==> config.mk <==
export PLATFORM = sky130hd
export DESIGN_NAME = interleaved_refill
export DESIGN_NICKNAME = d
export VERILOG_FILES = /design/src/rtl/interleaved_refill.sv
export SDC_FILE = /design/constraint.sdc
export NUM_CORES = 2
export LEC_CHECK = 0
export BUFFER_PORTS_ARGS = -buffer_cell sky130_fd_sc_hd__buf_2
export CAP_MARGIN = 40
export CORE_ASPECT_RATIO = 2
export CORE_MARGIN = 2
export CORE_UTILIZATION = 44
export DETAILED_ROUTE_END_ITERATION = 12
export PLACE_DENSITY = 0.66
export REMOVE_ABC_BUFFERS = 1
export SLEW_MARGIN = 20
export SYNTH_ARGS = -nofsm -noshare
export SYNTH_HDL_FRONTEND = slang
export SYNTH_SLANG_ARGS = --single-unit
==> constraint.sdc <==
create_clock -name clk -period 9.26 [get_ports clk]
set_clock_uncertainty 0.15 [all_clocks]
set_input_delay 0.463 -clock clk [delete_from_list [all_inputs] [get_ports clk]]
set_output_delay 0.463 -clock clk [all_outputs]
set_load 0.05 [all_outputs]
==> src/rtl/interleaved_refill.sv <==
module interleaved_refill #(
  parameter int DW      = 32,
  parameter int AW      = 6,
  parameter int NB      = 4,
  parameter int ACC_CYC = 6
) (
  input  logic          clk,
  input  logic          rst,
  input  logic          req_valid,
  input  logic [AW-1:0] req_addr,
  output logic          busy,
  input  logic          wr_en,
  input  logic [AW-1:0] wr_addr,
  input  logic [DW-1:0] wr_data,
  output logic          rd_valid,
  output logic          rd_last,
  output logic [DW-1:0] rd_data
);

  localparam int BB   = $clog2(NB);
  localparam int RW   = AW - BB;
  localparam int ROWS = 1 << RW;
  localparam int CW   = $clog2(ACC_CYC + 1);

  typedef enum logic [1:0] {S_IDLE, S_SEND, S_ACC, S_XFER} state_t;

  state_t          state;
  logic [CW-1:0]   cnt;
  logic [BB-1:0]   idx;
  logic [RW-1:0]   row_q;
  logic [DW-1:0]   line_w [NB];

  wire accept = req_valid && (state == S_IDLE);
  wire cap    = (state == S_ACC) && (cnt == CW'(ACC_CYC - 1));
  wire wr_ok  = wr_en && (state == S_IDLE);

  always_ff @(posedge clk) begin
    if (rst) begin
      state <= S_IDLE;
      cnt   <= '0;
      idx   <= '0;
      row_q <= '0;
    end else begin
      case (state)
        S_IDLE: if (accept) begin
          row_q <= req_addr[AW-1:BB];
          state <= S_SEND;
        end
        S_SEND: begin
          cnt   <= '0;
          state <= S_ACC;
        end
        S_ACC: begin
          cnt <= cnt + 1'b1;
          if (cap) begin
            idx   <= '0;
            state <= S_XFER;
          end
        end
        S_XFER: begin
          idx <= idx + 1'b1;
          if (idx == BB'(NB - 1)) state <= S_IDLE;
        end
        default: state <= S_IDLE;
      endcase
    end
  end

  for (genvar b = 0; b < NB; b++) begin : g_bank
    logic [DW-1:0] mem [ROWS];
    logic [DW-1:0] q;
    always_ff @(posedge clk) begin
      if (wr_ok && wr_addr[BB-1:0] == BB'(b)) mem[wr_addr[AW-1:BB]] <= wr_data;
      if (cap) q <= mem[row_q];
    end
    assign line_w[b] = q;
  end

  assign busy     = (state != S_IDLE);
  assign rd_valid = (state == S_XFER);
  assign rd_last  = rd_valid && (idx == BB'(NB - 1));
  assign rd_data  = rd_valid ? line_w[idx] : '0;

endmodule

==> results.ini <==
[worst_setup_path]
timing.critical_path.required_ns = 9.79
worst_setup_path_endpoint = g_bank[3].q[18]$_DFFE_PP_
timing.reg2reg.worst_path_depth = 5
timing.critical_path.arrival_ns = 4.37
r2r_end = g_bank[3].q[18]$_DFFE_PP_
crit_type = flop to flop
timing.reg2reg.setup_slack_ns = 5.42
critPathCaptureType = flop
crit_start = row_q[2]$_SDFFE_PP0P_
setup.worst_path.start_class = flop
critPathMaxFanout = 48
regToRegStartpoint = row_q[2]$_SDFFE_PP0P_

[synth]
async_reset_ff_share_pct = 0
netlist-cell-type-count = 35
synth_top_cells_by_count = edfxtp_1, mux4_2, a22oi_1
yosys.cell_count.top_type = edfxtp_1
post_synth_edffs = 2176
synth_cells = 3593
synth-seq-cells = 2187
synth.yosys.warnings = 0
synth.avg_cell_area_um2 = 23.0
dominantRegCellSynth = edfxtp_1
post_synth_instance_area_um2 = 82600
synth_top_area_cell = edfxtp_1
seq_area_frac_synth_pct = 79.4
synth_top_area_share_pct = 79.1
yosys-top-cells-area = edfxtp_1, mux4_2, a22oi_1

[timing]
max_slew_margin_pct = 36.4
final.setup.tns_ns = 0
report.final.setup_viol = 0
rsz0062_at_grt = no
period_needed_ns = 3.84
number_of_hold_violations_in_the_final_report = 0
clock.fmax_mhz = 260
timing_max_transition_violations_final = 0
tightestPinTransition_ns = 0.955
layout_worst_path_cycle_share_pct = 41.5
timing.hold.ws_ns = 0.0454

[floorplanning]
initial_utilization_pct = 44.3
floorplan_core_area_um2 = 186000
core.rowCount = 224
io_count = 83
die_h_um = 617
die-area_um2 = 191000
die_width_um = 310

[clock_tree]
cts-buffers-inserted = 175
cts.root.buffer_cell = clkbuf_16
cts_tree = done
post_cts_resized = 0
clkTransAtPathRegs_ns = 0.07
clk_latency_ns = 0.82
clk_buf_depth = 4
clock_tree.htree_level_count = 4
post-cts-setup-buffer-count = 0
cts_sink_count = 2187
hold_buffers_post_cts = 36

[power]
power_frac_comb_pct = 10.8
power.sequential.fraction_pct = 53.0
static-leakage-power_nw = 28.1
vdd_ir_drop_max_uv = 130
clkPwrFrac_pct = 36.2
internal_power_contribution_mw = 16.1
switching_fraction_pct = 22.8
netSwitchingPower_mw = 4.76
power_per_cell_area_nw_per_um2 = 223
design_power_total_mw = 20.9

[status]
status = completed

[global_routing]
first_global_vias = 39900
grt_overflow_total = 0
pin_count_of_the_biggest_net_entering_global_routing = 120
grt_first_pass_wirelength_um = 289000
grt_antenna_before_repair = 15
grtUsageTotal_pct = 21.5

[cells_and_area]
finalNetCount = 3901
areaGrowthSynthToFinish_pct = 13.0
final-instance-count-excl-fill = 6462
postLayoutCellArea_um2 = 93300
layout-drive-gt1-share_pct = 26.6

[placement]
numPortBuffers = 80
finalWeightedCongestion = 0.800
place_inst = 6117
dpl-instance-area_um2 = 87300
final_hpwl_dp_um = 115000

[detailed_routing]
routed-via-count = 38500
drt_iter0_drc = 4738
detail_route.wl_per_cell_um = 31.6
routed_via_density = 5.96
finalWirelength_um = 204000
detail_route.first_pass.iterations = 6
drt_antenna_net_count = 0
drcViolationCount = 0

[job]
drv.max_cap_violation_count = 0

[hold_path]
hp-class = input port to flop

-- layout by cell type (no fill, tap or decap), drive strengths merged --
| cell type | n |
|---|---|
| a32oi | 1 |
| mux4 | 500 |
| or3 | 1 |
| mux2i | 90 |
| edfxtp | 2176 |
| dfxtp | 11 |
| and3 | 1 |
| nor2b | 10 |
| a22oi | 271 |
| buf | 235 |
| nor2 | 77 |
| o21ai | 2 |
| bufinv | 21 |
| nand4 | 2 |
| a211oi | 2 |
| nand4b | 1 |
| and2b | 2 |
| a21oi | 8 |
| nand2 | 144 |
| diode | 8 |
| o221a | 1 |
| dlygate4sd3 | 36 |
| clkinvlp | 12 |
| clkinv | 56 |
| and2 | 35 |
| ha | 7 |
| nand2b | 2 |
| inv | 9 |
| a21bo | 1 |
| clkbuf | 207 |
| nor3 | 1 |
| nand3 | 43 |
| nand3b | 3 |
-- metrics by stage --
step	util (%)	setup slack (ns)
2_1_floorplan	-	-13.32
3_3_place_gp	46.3	5.33
6_report	50.1	5.42
3_5_place_dp	46.8	5.34
4_1_cts	50.0	5.34
5_1_grt	50.1	5.18
-- worst min-delay path by stage --
stage	from	end	slack [ns]	cells after the start
6_report	wr_data[25]	g_bank[1].mem[9][25]$_DFFE_PP_	0.05	1
5_1_grt	wr_data[14]	g_bank[2].mem[7][14]$_DFFE_PP_	0.07	1
4_1_cts	wr_data[14]	g_bank[2].mem[7][14]$_DFFE_PP_	0.002	1
3_5_place_dp	row_q[3]$_SDFFE_PP0P_	row_q[3]$_SDFFE_PP0P_	0.31	2
3_3_place_gp	row_q[3]$_SDFFE_PP0P_	row_q[3]$_SDFFE_PP0P_	0.30	2
2_1_floorplan	cnt[1]$_SDFFE_PP0P_	cnt[1]$_SDFFE_PP0P_	0.31	2
-- power groups by stage --
stage	combinational, mW	sequential [mW]	clock, mW
floorplan	2.09	11.5	0
global placement	2.14	11.3	0
detailed placement	2.25	11.3	0
CTS	2.28	11.1	7.66
global route	2.40	11.1	7.96
finish	2.25	11.1	7.55
-- cells by family after synthesis --
group / Yosys count / share of synthesized area, %
AOI/OAI and AO/OA: 286 / 2.58
adders and majority gates: 7 / 0.106
buffers and inverters: 201 / 1.48
DFF: 2187 / 79.4
muxes: 590 / 14.7
and+or+nand+nor: 322 / 1.72
-- registers in the layout, indices dropped and copies added (netlist names) --
register    count
g_bank.mem   2048
g_bank.q      128
state           2
idx             2
row_q           4
cnt             3
-- critical path: stages, from the launching register on --
cell	delay, ns
dfxtp_4	0.91
buf_4	0.60
nor2b_4	0.62
buf_4	0.71
a22oi_1	0.35
nand2_1	0.14
-- routing by layer --
| layer | GRT usage (%) | vias up | share of wire, % |
|---|---|---|---|
| met2 | 38.7 | 1610 | 54 |
| met3 | 3.02 | 405 | 6.7 |
| met4 | 8.50 | 4 | 4.2 |
| met1 | 25.8 | 20800 | 35 |
| li1 | - | 15700 | - |
| met5 | 0 | - | 0.012 |
-- final cells by class --
class                      count  area (um2)
clock inverter                92         997
tap                         2486        3110
sequential                  2187       65600
antenna                        8        20.0
multi-input combinational   1205       16300
fill                       14400       93100
inverter                       6        22.5
clock buffer                 207        4630
timing repair buffer         271        2650
Power figures use the tool's default switching activity.
